==> config.mk <==
export PLATFORM = sky130hd
export DESIGN_NAME = thresh_gate_fi
export DESIGN_NICKNAME = d
export VERILOG_FILES = /design/src/rtl/tg_pkg.sv /design/src/rtl/tg_cfg.sv /design/src/rtl/tg_fault.sv /design/src/rtl/tg_eval.sv /design/src/rtl/thresh_gate_fi.sv
export SDC_FILE = /design/constraint.sdc
export NUM_CORES = 1
export LEC_CHECK = 0
export ABC_AREA = 1
export BUFFER_PORTS_ARGS = -buffer_cell sky130_fd_sc_hd__buf_2
export CELL_PAD_IN_SITES_DETAIL_PLACEMENT = 1
export CELL_PAD_IN_SITES_GLOBAL_PLACEMENT = 1
export CORE_UTILIZATION = 48
export CTS_BUF_LIST = sky130_fd_sc_hd__clkbuf_8 sky130_fd_sc_hd__clkbuf_16
export CTS_CLUSTER_DIAMETER = 120
export DETAILED_ROUTE_END_ITERATION = 10
export PLACE_DENSITY = 0.95
export SLEW_MARGIN = 20
export SYNTH_ARGS = -nofsm -noshare
export SYNTH_HDL_FRONTEND = slang
export SYNTH_SLANG_ARGS = --single-unit
==> constraint.sdc <==
create_clock -name clk -period 12.1 [get_ports clk]
set_input_delay 0.605 -clock clk [delete_from_list [all_inputs] [get_ports clk]]
set_output_delay 0.605 -clock clk [all_outputs]
set_load 0.03 [all_outputs]
==> src/rtl/tg_pkg.sv <==
package tg_pkg;

    typedef enum logic [2:0] {
        FLT_NONE    = 3'b000,
        FLT_IN_SA0  = 3'b001,
        FLT_IN_SA1  = 3'b010,
        FLT_OUT_SA0 = 3'b011,
        FLT_OUT_SA1 = 3'b100
    } flt_e;

    typedef struct packed {
        logic good;
        logic bad;
        logic det;
    } tg_res_t;

    // accumulator width: weight width, growth for n terms, plus headroom for T - w
    function automatic int acc_width(input int n_in, input int w_w);
        return w_w + $clog2(n_in + 1) + 1;
    endfunction

endpackage

==> src/rtl/tg_cfg.sv <==
module tg_cfg #(
    parameter int N_IN = 4,
    parameter int W_W  = 6,
    parameter int AW   = 3
) (
    input  logic                      clk,
    input  logic                      rst,
    input  logic                      we,
    input  logic [AW-1:0]             addr,
    input  logic [W_W-1:0]            data,
    output logic [N_IN-1:0][W_W-1:0]  wt_q,
    output logic [W_W-1:0]            thr_q
);

    for (genvar i = 0; i < N_IN; i++) begin : g_slot
        always_ff @(posedge clk) begin
            if (rst)
                wt_q[i] <= '0;
            else if (we && addr == AW'(i))
                wt_q[i] <= data;
        end
    end

    always_ff @(posedge clk) begin
        if (rst)
            thr_q <= '0;
        else if (we && addr == AW'(N_IN))
            thr_q <= data;
    end

    p_cfg_hold_r2: assert property (@(posedge clk) disable iff (rst)
        !we |=> ($stable(thr_q) && $stable(wt_q)));

endmodule

==> src/rtl/tg_fault.sv <==
module tg_fault
    import tg_pkg::*;
#(
    parameter int N_IN = 4,
    parameter int W_W  = 6,
    parameter int AW   = 3,
    parameter int SW   = 10
) (
    input  logic [N_IN-1:0][W_W-1:0]  wt,
    input  logic [W_W-1:0]            thr,
    input  logic [2:0]                mode,
    input  logic [AW-1:0]             idx,
    output logic [N_IN-1:0][W_W-1:0]  f_wt,
    output logic [SW-1:0]             f_thr,
    output logic                      force_en,
    output logic                      force_val
);

    logic in_fault;
    logic is_sa1;
    logic [SW-1:0] sel_w_ext;
    logic [SW-1:0] thr_ext;

    assign in_fault = (mode == FLT_IN_SA0) || (mode == FLT_IN_SA1);
    assign is_sa1   = (mode == FLT_IN_SA1);
    assign thr_ext  = {{(SW-W_W){thr[W_W-1]}}, thr};

    // weight removal per slot; out-of-range index matches no slot
    for (genvar i = 0; i < N_IN; i++) begin : g_mask
        assign f_wt[i] = (in_fault && idx == AW'(i)) ? '0 : wt[i];
    end

    always_comb begin
        sel_w_ext = '0;
        for (int i = 0; i < N_IN; i++) begin
            if (idx == AW'(i))
                sel_w_ext = {{(SW-W_W){wt[i][W_W-1]}}, wt[i]};
        end
    end

    assign f_thr = is_sa1 ? (thr_ext - sel_w_ext) : thr_ext;

    always_comb begin
        force_en  = 1'b0;
        force_val = 1'b0;
        case (mode)
            FLT_OUT_SA0: begin force_en = 1'b1; force_val = 1'b0; end
            FLT_OUT_SA1: begin force_en = 1'b1; force_val = 1'b1; end
            default:     begin force_en = 1'b0; force_val = 1'b0; end
        endcase
    end

endmodule

==> src/rtl/tg_eval.sv <==
module tg_eval #(
    parameter int N_IN = 4,
    parameter int W_W  = 6,
    parameter int SW   = 10
) (
    input  logic [N_IN-1:0]           x,
    input  logic [N_IN-1:0][W_W-1:0]  wt,
    input  logic [SW-1:0]             thr,
    output logic                      fire
);

    logic signed [SW-1:0] acc;

    always_comb begin
        acc = '0;
        for (int i = 0; i < N_IN; i++) begin
            if (x[i])
                acc = acc + $signed({{(SW-W_W){wt[i][W_W-1]}}, wt[i]});
        end
    end

    assign fire = (acc >= $signed(thr));

endmodule

==> src/rtl/thresh_gate_fi.sv <==
module thresh_gate_fi
    import tg_pkg::*;
#(
    parameter int N_IN = 4,
    parameter int W_W  = 6,
    localparam int AW  = $clog2(N_IN + 1),
    localparam int SW  = acc_width(N_IN, W_W)
) (
    input  logic             clk,
    input  logic             rst,
    input  logic             cfg_we,
    input  logic [AW-1:0]    cfg_addr,
    input  logic [W_W-1:0]   cfg_data,
    input  logic [N_IN-1:0]  x_in,
    input  logic [2:0]       flt_mode,
    input  logic [AW-1:0]    flt_idx,
    output logic             good_q,
    output logic             bad_q,
    output logic             detect_q
);

    logic [N_IN-1:0][W_W-1:0] wt;
    logic [W_W-1:0]           thr;
    logic [N_IN-1:0][W_W-1:0] f_wt;
    logic [SW-1:0]            f_thr;
    logic [SW-1:0]            g_thr;
    logic                     force_en, force_val;
    logic                     fire_good, fire_bad;
    tg_res_t                  res_d, res_q;

    tg_cfg #(.N_IN(N_IN), .W_W(W_W), .AW(AW)) i_cfg (
        .clk(clk), .rst(rst), .we(cfg_we), .addr(cfg_addr), .data(cfg_data),
        .wt_q(wt), .thr_q(thr)
    );

    tg_fault #(.N_IN(N_IN), .W_W(W_W), .AW(AW), .SW(SW)) i_fault (
        .wt(wt), .thr(thr), .mode(flt_mode), .idx(flt_idx),
        .f_wt(f_wt), .f_thr(f_thr), .force_en(force_en), .force_val(force_val)
    );

    assign g_thr = {{(SW-W_W){thr[W_W-1]}}, thr};

    tg_eval #(.N_IN(N_IN), .W_W(W_W), .SW(SW)) i_eval_good (
        .x(x_in), .wt(wt), .thr(g_thr), .fire(fire_good)
    );

    tg_eval #(.N_IN(N_IN), .W_W(W_W), .SW(SW)) i_eval_bad (
        .x(x_in), .wt(f_wt), .thr(f_thr), .fire(fire_bad)
    );

    always_comb begin
        res_d.good = fire_good;
        res_d.bad  = force_en ? force_val : fire_bad;
        res_d.det  = res_d.good ^ res_d.bad;
    end

    always_ff @(posedge clk) begin
        if (rst) res_q <= '0;
        else     res_q <= res_d;
    end

    assign good_q   = res_q.good;
    assign bad_q    = res_q.bad;
    assign detect_q = res_q.det;

    // value of the faulted input, for the masking properties
    logic sel_x;
    logic idx_ok;
    always_comb begin
        sel_x = 1'b0;
        for (int i = 0; i < N_IN; i++)
            if (flt_idx == AW'(i)) sel_x = x_in[i];
    end
    assign idx_ok = (flt_idx < AW'(N_IN));

    p_reset_clear_r9: assert property (@(posedge clk)
        $past(rst) |-> (!good_q && !bad_q && !detect_q));

    p_nofault_equal_r8: assert property (@(posedge clk) disable iff (rst)
        (!$past(rst) && $past(flt_mode) == FLT_NONE) |-> (good_q == bad_q));

    p_out_sa0_r6: assert property (@(posedge clk) disable iff (rst)
        (!$past(rst) && $past(flt_mode) == FLT_OUT_SA0) |-> !bad_q);

    p_out_sa1_r6: assert property (@(posedge clk) disable iff (rst)
        (!$past(rst) && $past(flt_mode) == FLT_OUT_SA1) |-> bad_q);

    p_sa0_masked_r4: assert property (@(posedge clk) disable iff (rst)
        (!$past(rst) && $past(flt_mode) == FLT_IN_SA0 && $past(idx_ok) && !$past(sel_x))
            |-> !detect_q);

    p_sa1_masked_r5: assert property (@(posedge clk) disable iff (rst)
        (!$past(rst) && $past(flt_mode) == FLT_IN_SA1 && $past(idx_ok) && $past(sel_x))
            |-> !detect_q);

    p_detect_diff_r7: assert property (@(posedge clk) disable iff (rst)
        detect_q == (good_q ^ bad_q));

endmodule

# Word-level counts from Yosys, hierarchy flattened

Index checks and enable logic that the tools add are counted.
Widths: inputs -> output; s select.

Add/sub/neg operators: 7
$lt $le $gt $ge: 2
Equality and inequality tests: 11
Multiplexer cells: 20
Bitwise gates (word level): 1
Reductions and logical operators: 13

Operators with widths:

| cell               | count |
|---|---|
| $mux 10            | 13 |
| $add 10x6->10      | 6 |
| $mux 6             | 4 |
| $eq 3x2->1 const B | 6 |
| $ge 10x10->1       | 1 |
| $ge 10x6->1        | 1 |
| $sub 10x10->10     | 1 |
| $eq 3x1->1 const B | 3 |
| $logic_and 1x1->1  | 9 |
| $eq 3x3->1 const B | 2 |
| $logic_not 3->1    | 2 |
| $mux 1             | 3 |
| $reduce_or 2->1    | 1 |
| $logic_or 1x1->1   | 1 |
| $xor 1x1->1        | 1 |

Register bits: 33
Bits of input ports: 22
Logic and storage cells: 62

# Depth between registers and ports, before layout

Gate-level depths: netlist (run 1).

Depth after elaboration: 14
Depth in mapped cells: 49

# By module

Synthesis (run 1) repeated with hierarchy kept, for this count alone.

Cells, all modules: 984
Area, all modules: 5780.5 um^2

Modules (own cells, without submodules):

| module                 | times used | cells an instance | area an instance (um^2) | seq. area each (um^2) |
|---|---|---|---|---|
| tg_eval at i_eval_good | 1          | 309               | 1830.5                  | 0.0 |
| tg_eval at i_eval_bad  | 1          | 315               | 1786.7                  | 0.0 |
| tg_cfg                 | 1          | 184               | 1247.4                  | 600.6 |
| tg_fault               | 1          | 157               | 794.5                   | 0.0 |
| thresh_gate_fi         | 1          | 19                | 121.4                   | 60.1 |

# Worst setup path after synthesis (run 1)

Ideal clock, no wire load.

Path kind: input to register
From: input flt_mode[2]
To: register res_q, in the netlist detect_q
Arrival time: 5.142 ns
Data required time: 11.987 ns
Slack: 6.846 ns
Cell stages on the path: 40
Buffers on the path: 0
Cell sequence: inv_1 nand2_1 nor2_4 inv_2 nor2_1 nor2_1 ha_1 a21oi_1 o21ai_0 or2_2 nand3_1 nand2_1 ha_1 a21oi_1 nand2_1 nand2_1 nand3_1 nand2_1 (+4 left out) nor2_1 nand3_1 nand3_1 nor2_1 nor2_1 inv_1 nand2_1 nand2_1 ha_1 nand2_1 nor2_1 nand3_1 nand3_1 nand2_1 nand3_1 nand2_1 nor2_1 nor2_1

Word-level cells in the longest chain between the ends: 14
Elaborated cells on any way between the ends: 27
Classes of those cells: add/sub (3); order compare (1); eq/ne (4); mux (12); bitwise (1); reduce/logical (6)

RTL lines:

| element                                  | line                           | RTL |
|---|---|---|
| start, declared                          | thresh_gate_fi.sv:15           | `input logic [2:0] flt_mode,` |
| $eq 3x1->1 or $eq 3x2->1 (tied branches) | tg_fault.sv:24, tg_fault.sv:25 |  |
| $logic_or 1x1->1                         | tg_fault.sv:24                 | `assign in_fault = (mode == FLT_IN_SA0) \|\| (mode == FLT_IN_SA1);` |
| $logic_and 1x1->1                        | tg_fault.sv:30                 | `assign f_wt[i] = (in_fault && idx == AW'(i)) ? '0 : wt[i];` |
| $mux 6                                   | tg_fault.sv:30                 |  |
| $mux 10                                  | tg_eval.sv:17                  | `if (x[i])` |
| $add 10x6->10                            | tg_eval.sv:18                  | `acc = acc + $signed({{(SW-W_W){wt[i][W_W-1]}}, wt[i]});` |
| $mux 10                                  | tg_eval.sv:17                  |  |
| $add 10x6->10                            | tg_eval.sv:18                  |  |
| $mux 10                                  | tg_eval.sv:17                  |  |
| $add 10x6->10                            | tg_eval.sv:18                  |  |
| $mux 10                                  | tg_eval.sv:17                  |  |
| $ge 10x10->1                             | tg_eval.sv:22                  | `assign fire = (acc >= $signed(thr));` |
| $mux 1 *                                 | thresh_gate_fi.sv:53           | `res_d.bad = force_en ? force_val : fire_bad;` |
| $xor 1x1->1 *                            | thresh_gate_fi.sv:54           | `res_d.det = res_d.good ^ res_d.bad;` |
| end signal, assigned                     | thresh_gate_fi.sv:59           | `else res_q <= res_d;` |
| end, declared                            | thresh_gate_fi.sv:29           | `tg_res_t res_d, res_q;` |

Every way passes the cells marked *; elsewhere a longest branch is shown, timed or not.
A chain may end at the register's enable or synchronous reset.

# Worst setup path in the final report (run 1)

From: input x_in[0]
To: register res_q, in the netlist detect_q

Word-level cells in the longest chain between the ends: 10
Elaborated cells on any way between the ends: 18
Classes of those cells: add/sub (6); order compare (2); mux (9); bitwise (1)

RTL lines:

| element         | line                 | RTL |
|---|---|---|
| start, declared | thresh_gate_fi.sv:14 | `input logic [N_IN-1:0] x_in,` |
| $mux 10         | tg_eval.sv:17        |  |
| $add 10x6->10   | tg_eval.sv:18        |  |
| $mux 10         | tg_eval.sv:17        |  |
| $add 10x6->10   | tg_eval.sv:18        |  |
| $mux 10         | tg_eval.sv:17        |  |
| $add 10x6->10   | tg_eval.sv:18        |  |
| $mux 10         | tg_eval.sv:17        |  |
| $ge 10x10->1    | tg_eval.sv:22        |  |
| $mux 1          | thresh_gate_fi.sv:53 |  |
| $xor 1x1->1 *   | thresh_gate_fi.sv:54 |  |

Marks and branches as above.

==> flow_metrics.tcl, run 1 <==
set metrics [dict create \
    outcome "finished, final reports clean" \
    ctsHoldBuffers 0 \
    sequentialPowerShare_pct 27.2 \
    clk_latency_ns 0.30 \
    grtUsageMet1_pct 44.1 \
    hp-start "rst" \
    num_antenna_cells 0 \
    p_sw_uw 186 \
    final_cell_mix "nand2_1 (244), inv_1 (140), nor2_1 (78), ha_1 (74), nand3_1 (65)" \
    slew_headroom_pct 42.7 \
    combPwrFrac_pct 42.5 \
    die-area_um2 11300 \
    die_h_um 106 \
    synth_ff_type "dfxtp_1" \
    critPathMaxStageDelay_ns 0.46 \
    clock_path_buffers 2 \
    crit_start "x_in[0]" \
    cts_tree "built" \
    ys_types 43 \
    use_met2_pct 64.4 \
    netlist_area_um2 5240 \
    io_buffer_count 24 \
    clk_pin_slew_ns 0.08 \
    max_cap_violations 0 \
    die-width_um 106 \
    setup_tns_ns 0 \
    ioPinCount 25 \
    holdPathEnd "bad_q$_SDFF_PP0_" \
    cts_max_level 2 \
    cp_common_cell "nand2_1" \
    first_pass_iters 5 \
    met3_usage_pct 5.95 \
    ant_nets 0 \
    worstPathMaxFanout 6 \
    min_period_ns 6.26 \
    cts_root_buf "clkbuf_8" \
    power_leakage_nw 3.10 \
    yosysWarnings 0 \
    synth_nets 986 \
    viasPerCell 6.12 \
    finalHoldViolations 0 \
    track_usage_pct 38.0 \
    initial_core_util_pct 50.1 \
    fp-row-count 37 \
    r2r_cells 38 \
    setup_viol 0 \
    gp_congestion 0.905 \
    cp-start-kind "primary input" \
    postSynthCellCount 883 \
    grt_pass1_vias 6679 \
    layout_commonest_cell "nand2_1" \
    min_path_type "in -> reg" \
    avgSynthCellArea_um2 5.93 \
    syn2layout_area_growth_pct 7.05 \
    dpl.hpwl_mm 15.4 \
    synthArstFlopShare_pct 0 \
    swShare_pct 41.7 \
    grt_max_degree 33 \
    whs_path_depth 2 \
    nets 1002 \
    crit_type "in -> reg" \
    coreArea_um2 10500 \
    antenna_found_initial 0 \
    drt-initial-drc-count 495 \
    drc 0 \
    p_per_area_nw_per_um2 79.6 \
    busiest_layer "met2" \
    cts_setup_buffers 0 \
    fin_crit_sh_pct 51.7 \
    crit_slowest_cell "o21ai_0" \
    total_power_uw 446 \
    regToRegStartpoint "i_cfg.wt_q[0]$_SDFFE_PP0P_" \
    overflow 0 \
    arrival_ns 6.45 \
    crit_required_ns 12.30 \
    grt_first_pass_wirelength_mm 33.7 \
    cts_resized 0 \
    power_frac_clock_pct 30.3 \
    yosysSeqAreaShare_pct 12.6 \
    synth_edf_count 0 \
    dr_total_vias 6339 \
    cts_sinks 33 \
    worst_setup_path_end_kind "flop" \
    skew_ns 0.00814 \
    rsz0062_at_grt "no" \
    fmax_mhz 160 \
    worst_pin_slew_ns 0.859 \
    synth_seq_cells 33 \
    wl_mm 20.8 \
    report.final.slew_viol_count 0 \
    drive_above_1_share_pct 6.33 \
    detail_route.wl_per_cell_um 20.1 \
    regToRegEndpoint "detect_q$_SDFF_PP0_" \
    r2r_setup_slack_ns 5.94 \
    numCtsBuffers 5 \
    ir_worst_vdd_v 0.0000985 \
    internal_power_uw 260 \
]
==> cell type report <==
class	count	area, um^2
flip-flops and latches	33	661
repair buffers	24	120
multi-input cells	689	3970
inverters	146	551
clock inverters	3	68.8
well taps	136	170
fillers	1520	4860
clock buffers	5	68.8
==> metal layers <==
metal | vias to the layer above | routed length, um
li1 | 2897 | -
met1 | 3002 | 8380
met2 | 323 | 9540
met3 | 117 | 1450
met4 | 0 | 1470
met5 | - | 0
==> Yosys cell counts (2+ instances only) <==
library cell / number / area share, %
o21ai_1: 4 / 0.38
and2_1: 6 / 0.72
fa_1: 7 / 2.7
o2111ai_1: 2 / 0.33
inv_1: 140 / 10
nor2_1: 78 / 5.6
a221oi_1: 5 / 0.84
o21ai_0: 63 / 6.0
clkinv_1: 2 / 0.14
nand3_1: 65 / 6.2
nand4_1: 12 / 1.4
nor2_4: 2 / 0.43
buf_1: 2 / 0.14
buf_2: 2 / 0.19
nand2_2: 3 / 0.36
a21o_1: 4 / 0.57
a31oi_1: 5 / 0.60
o21ai_2: 2 / 0.33
inv_2: 3 / 0.21
o21bai_1: 3 / 0.43
o22ai_1: 7 / 0.84
clkbuf_1: 11 / 0.79
ha_1: 74 / 18
or2_2: 6 / 0.72
a21oi_1: 57 / 5.4
nor2_2: 2 / 0.24
xor2_1: 16 / 2.7
dfxtp_1: 33 / 13
a22oi_1: 2 / 0.29
xnor2_1: 9 / 1.5
nand2_1: 244 / 17
==> power groups by stage <==
stage / Sequential (mW) / Combinational [mW] / Clock (mW)
floorplan: 0.126 / 0.122 / 0
global placement: 0.123 / 0.167 / 0
detailed placement: 0.123 / 0.179 / 0
CTS: 0.121 / 0.186 / 0.133
global route: 0.121 / 0.209 / 0.136
finish: 0.121 / 0.190 / 0.135
==> worst max-delay path by stage <==
stage and to:
6_report detect_q$_SDFF_PP0_, 5_1_grt detect_q$_SDFF_PP0_, 3_3_place_gp detect_q$_SDFF_PP0_, 4_1_cts detect_q$_SDFF_PP0_, 3_5_place_dp detect_q$_SDFF_PP0_, 2_1_floorplan detect_q$_SDFF_PP0_
==> sequential cells by signal, summed over array words and instances, names as in the netlist <==
register,count
good_q,1
i_cfg.wt_q,24
detect_q,1
bad_q,1
i_cfg.thr_q,6
==> cells by family after synthesis <==
logic type,synth area share (%)
AOI/OAI and AO/OA,16.5
DFF,12.6
buffers and inverters,11.6
and+or+nand+nor,34.5
muxes,0.191
xor gates and xnor gates,4.18
adders and majority gates,20.4
==> worst max-delay path, delay by kind of cell <==
family | cells | cell delay (ns)
adders and majority gates | 5 | 1.83
buffers and inverters | 5 | 0.41
and+or+nand+nor | 25 | 2.75
xor gates and xnor gates | 1 | 0.15
AOI/OAI and AO/OA | 3 | 0.72
==> through the flow <==
stage	area (um^2)	utilization, %	setup slack (ns)	hold slack, ns	instances
CTS	5610	53.6	5.96	0.489	1036
finish	5610	53.6	5.84	0.483	1036
global route	5610	53.6	5.26	0.491	1036
global placement	5470	52.3	6.00	0.500	1028
floorplan	5240	-	6.85	0.461	883
detailed placement	5470	52.3	5.66	0.519	1028
(Power assumes the default switching activity.)
==> run 2: changes to the inputs <==
CORE_UTILIZATION = 45   (was 48)
PLACE_DENSITY = 0.91   (was 0.95)
clock period = 5.85 ns   (was 12.1 ns; I/O delays follow)
==> flow_metrics.tcl, run 2 (synthesis gave the netlist of run 1 again) <==
set metrics [dict create \
    setup_tns_ns 0 \
    p_sw_uw 398 \
    fmax_mhz 180 \
    whs_path_depth 2 \
    cp-start-kind "flop" \
    min_path_type "in -> reg" \
    fin_crit_sh_pct 94.9 \
    nets 1010 \
    largest_reg_flops 24 \
    worst_pin_slew_ns 0.916 \
    internal_power_uw 552 \
    min_period_ns 5.55 \
    grt_max_degree 33 \
    antenna_found_initial 0 \
    regArea_um2 662 \
    dpl.hpwl_mm 14.7 \
    worstPathMaxFanout 4 \
    p_per_area_nw_per_um2 160 \
    gp_congestion 0.946 \
    outcome "finished, final reports clean" \
    crit_type "reg -> reg" \
    critPathMaxStageDelay_ns 0.45 \
    arrival_ns 5.77 \
    final.fill_count 1592 \
    die-width_um 110 \
    grt_first_pass_wirelength_mm 30.6 \
    clock_path_buffers 2 \
    report.final.slew_viol_count 0 \
    cts_max_level 2 \
    sequentialPowerShare_pct 26.4 \
    fin_cells 1051 \
    first_pass_iters 5 \
    setup_viol 0 \
    io_buffer_count 24 \
    r2r_setup_slack_ns 0.30 \
    grt_pass1_vias 6162 \
    power_frac_clock_pct 30.0 \
    wl_mm 20.4 \
    holdPathEnd "bad_q$_SDFF_PP0_" \
    max_cap_violations 0 \
    ant_nets 0 \
    cts_sinks 33 \
    ioPinCount 25 \
    combPwrFrac_pct 43.6 \
    layout_commonest_cell "nand2_1" \
    holdWs_ns 0.174 \
    detail_route.wl_per_cell_um 19.4 \
    cp_common_cell "nand2_1" \
    initial_core_util_pct 46.1 \
    drc 0 \
    top_register "i_cfg.wt_q" \
    skew_ns 0.0108 \
    ir_worst_vdd_v 0.000235 \
    clk_latency_ns 0.29 \
    dr_total_vias 6149 \
    finalHoldViolations 0 \
    overflow 0 \
    power_leakage_nw 3.14 \
    crit_slowest_cell "fa_2" \
    regToRegStartpoint "i_cfg.wt_q[0]$_SDFFE_PP0P_" \
    placedCellCount 1040 \
    slew_headroom_pct 38.9 \
    syn2layout_area_growth_pct 13.2 \
    regToRegEndpoint "detect_q$_SDFF_PP0_" \
    top_regs "i_cfg.wt_q x24, i_cfg.thr_q x6" \
    swShare_pct 41.9 \
    drt-initial-drc-count 366 \
    drive_above_1_share_pct 11.8 \
    r2r_cells 32 \
    cp_top_family "simple AND/OR/NAND/NOR gates" \
    cts_tree "built" \
    crit_required_ns 6.07 \
    numCtsBuffers 5 \
    fp-row-count 39 \
    cts_root_buf "clkbuf_16" \
    coreArea_um2 11400 \
    num_antenna_cells 0 \
    multi_input_area_um2 4200 \
    clk_pin_slew_ns 0.06 \
    final_cell_mix "nand2_1 (237), inv_1 (140), nor2_1 (70), nand3_1 (63), ha_1 (60)" \
    cp_num_buf_inv 4 \
    hp-start "rst" \
    track_usage_pct 33.3 \
    place_area_um2 5520 \
    die_h_um 110 \
    die-area_um2 12100 \
    viasPerCell 5.85 \
    fin_area_um2 5930 \
    worst_setup_path_end_kind "flop" \
]
run 2: changes by cell type in the layout (fill, tap and decap cells not counted), moves of 5 or more:
cell	change
ha_1	-14
ha_4	+9
buf_4	+8
nor2_1	-8
nand2_1	-7
nand2_2	+7
clkbuf_16	+5
ha_2	+5
run 2: final cells by class:
| class | instances | share of cell area [%] |
|---|---|---|
| Clock inverter | 2 | 0.232 |
| Multi-Input combinational cell | 689 | 70.9 |
| Sequential cell | 33 | 11.2 |
| Tap cell | 143 | 3.02 |
| Inverter | 146 | 9.29 |
| Clock buffer | 6 | 2.34 |
| Timing Repair Buffer | 32 | 3.04 |
run 2: repair_timing:
| item | CTS | global route |
|---|---|---|
| resized for setup | 0 | 51 |
| setup endpoints to repair | 0 | 3 |
| buffers inserted | 0 | 3 |
| hold buffers | 0 | 0 |
run 2: power by group through the flow:
stage               clock [mW]  sequential, mW  combinational (mW)
floorplan                    0           0.260               0.253
global placement             0           0.253               0.349
detailed placement           0           0.253               0.367
CTS                      0.281           0.250               0.378
global route             0.290           0.252               0.459
finish                   0.285           0.251               0.414
run 2: metrics by stage:
stage               worst slack, ns  utilization (%)  power [mW]
finish                        0.299             52.1       0.950
global route                -0.0978             52.1        1.00
CTS                          0.0839             49.9       0.908
detailed placement           -0.132             48.5       0.620
global placement             0.0607             48.5       0.602
floorplan                     0.908                -       0.513
run 2: worst max-delay path by stage:
stage	slack, ns	startpoint	to	cells after the start
after floorplan	0.91	flt_mode[2]	detect_q$_SDFF_PP0_	40
after global placement	0.06	flt_mode[2]	detect_q$_SDFF_PP0_	45
after detailed placement	-0.13	flt_mode[2]	detect_q$_SDFF_PP0_	46
after CTS	0.08	flt_mode[0]	detect_q$_SDFF_PP0_	46
after global routing	-0.1	flt_mode[1]	detect_q$_SDFF_PP0_	45
final	0.30	i_cfg.wt_q[0]$_SDFFE_PP0P_	detect_q$_SDFF_PP0_	32
run 2: routing by layer:
metal  share of wire, %  track usage, %
met4                5.7            19.1
met2                 47            56.0
met5                  0               0
met1                 41            40.6
met3                5.8            4.56
==> run 3: changes to the inputs <==
CORE_MARGIN = 2   (was unset)
SLEW_MARGIN = 25   (was 20)
==> flow_metrics.tcl, run 3 (synthesis gave the netlist of run 1 again) <==
set metrics [dict create \
    cts_root_buf "clkbuf_16" \
    worstPathMaxFanout 4 \
    use_met2_pct 54.9 \
    layout_setup_ws_ns 0.261 \
    grt_first_pass_wirelength_mm 31.6 \
    busiest_layer "met2" \
    drt-initial-drc-count 396 \
    min_path_type "in -> reg" \
    crit_slowest_cell "fa_1" \
    ant_nets 0 \
    track_usage_pct 31.2 \
    crit_start "i_cfg.wt_q[0]$_SDFFE_PP0P_" \
    antenna_found_initial 0 \
    largest_reg_flops 24 \
    grt_pass1_vias 6335 \
    num_antenna_cells 0 \
    power_leakage_nw 3.15 \
    worst_setup_path_end_kind "flop" \
    holdWs_ns 0.186 \
    min_period_ns 5.59 \
    place_ws_ns -0.165 \
    first_pass_iters 7 \
    crit_end "detect_q$_SDFF_PP0_" \
    overflow 0 \
    p_per_area_nw_per_um2 156 \
    fp-row-count 39 \
    layout_commonest_cell "nand2_1" \
    r2r_setup_slack_ns 0.26 \
    ioPinCount 25 \
    io_buffer_count 24 \
    cts_sinks 33 \
    finalHoldViolations 0 \
    top_register "i_cfg.wt_q" \
    crit_type "reg -> reg" \
    fmax_mhz 179 \
    r2r_cells 33 \
    initial_core_util_pct 46.1 \
    outcome "finished, final reports clean" \
    nets 1010 \
    max_cap_violations 0 \
    top_regs "i_cfg.wt_q x24, i_cfg.thr_q x6" \
    grtUsageMet1_pct 38.2 \
    regToRegStartpoint "i_cfg.wt_q[0]$_SDFFE_PP0P_" \
    coreArea_um2 11400 \
    numCtsBuffers 5 \
    cp_common_cell "nand2_1" \
    cts_max_level 2 \
    die-width_um 112 \
    place_area_um2 5520 \
    final_cell_mix "nand2_1 (241), inv_1 (141), nor2_1 (69), ha_1 (66), nand3_1 (64)" \
    gp_congestion 1.00 \
    slew_headroom_pct 40.0 \
    report.final.slew_viol_count 0 \
    worst_pin_slew_ns 0.899 \
    clk_pin_slew_ns 0.06 \
    ir_worst_vdd_v 0.000193 \
    die_h_um 112 \
    clock_path_buffers 2 \
    drc 0 \
    dr_total_vias 6132 \
    crit_required_ns 6.03 \
    wl_mm 20.0 \
    cts_tree "built" \
    clk_latency_ns 0.28 \
    dpl.hpwl_mm 14.6 \
    skew_ns 0.00292 \
    fin_crit_sh_pct 95.5 \
    fin_area_um2 5840 \
    grt_max_degree 33 \
    ctsHoldBuffers 0 \
    final_util_pct 51.4 \
    arrival_ns 5.77 \
    drive_above_1_share_pct 10.0 \
    met3_usage_pct 2.83 \
    critPathMaxStageDelay_ns 0.45 \
    setup_viol 0 \
    viasPerCell 5.83 \
    die-area_um2 12500 \
    cp-start-kind "flop" \
    regToRegEndpoint "detect_q$_SDFF_PP0_" \
    syn2layout_area_growth_pct 11.6 \
    detail_route.wl_per_cell_um 19.0 \
]
-- run 3: cell types whose count changed in the layout (fill, tap and decap cells not counted), moves of 2 or more --
cell	previous run	this run
nand2_2	10	6
ha_1	60	66
a21oi_2	4	2
ha_2	5	2
ha_4	9	6
nand2_1	237	241
a21oi_1	53	55
-- run 3: timing repair --
| action | 4_1_cts | 5_1_grt |
|---|---|---|
| resized for setup | 0 | 36 |
| setup endpoints to repair | 0 | 3 |
| setup buffers | 0 | 2 |
-- run 3: layout make-up --
class	count	area, um^2
clock inverters	3	13.8
well taps	143	179
inverters	146	551
multi-input cells	689	4140
fillers	1593	5530
flip-flops and latches	33	661
repair buffers	32	180
clock buffers	5	125
-- run 3: power breakdown --
group / leakage (nW) / internal [mW] / switching (mW)
registers: 0.269 / 0.238 / 0.0126
clock network: 0.0748 / 0.155 / 0.103
logic: 2.80 / 0.141 / 0.262
-- run 3: layer usage --
metal	vias up	wire [um]	part of all wire, %
met4	0	1100	5.5
met5	-	0	0
met1	2905	8390	42
met2	228	9420	47
li1	2924	-	-
met3	75	1100	5.5
-- run 3: how the worst min path moves through the flow --
stage	from	to	cells after the start
final	rst	bad_q$_SDFF_PP0_	2
after global routing	rst	bad_q$_SDFF_PP0_	2
after global placement	rst	bad_q$_SDFF_PP0_	2
after detailed placement	rst	bad_q$_SDFF_PP0_	2
after floorplan	rst	bad_q$_SDFF_PP0_	1
after CTS	rst	bad_q$_SDFF_PP0_	2
-- run 3: worst max-delay path: cells and delay by family, from the launching register on --
kind	cells	cell delay [ns]
compound gates	4	0.90
xor+xnor	2	0.36
simple gates	19	1.92
flops	1	0.33
fa+ha+maj	5	1.64
buf+inv	3	0.32
-- run 3: metrics by stage --
stage               power (mW)  cells  setup TNS (ns)
floorplan                0.513    883               0
global placement         0.603   1041               0
detailed placement       0.618   1041          -0.205
CTS                      0.879   1049               0
global route             0.965   1051          -0.120
finish                   0.911   1051               0
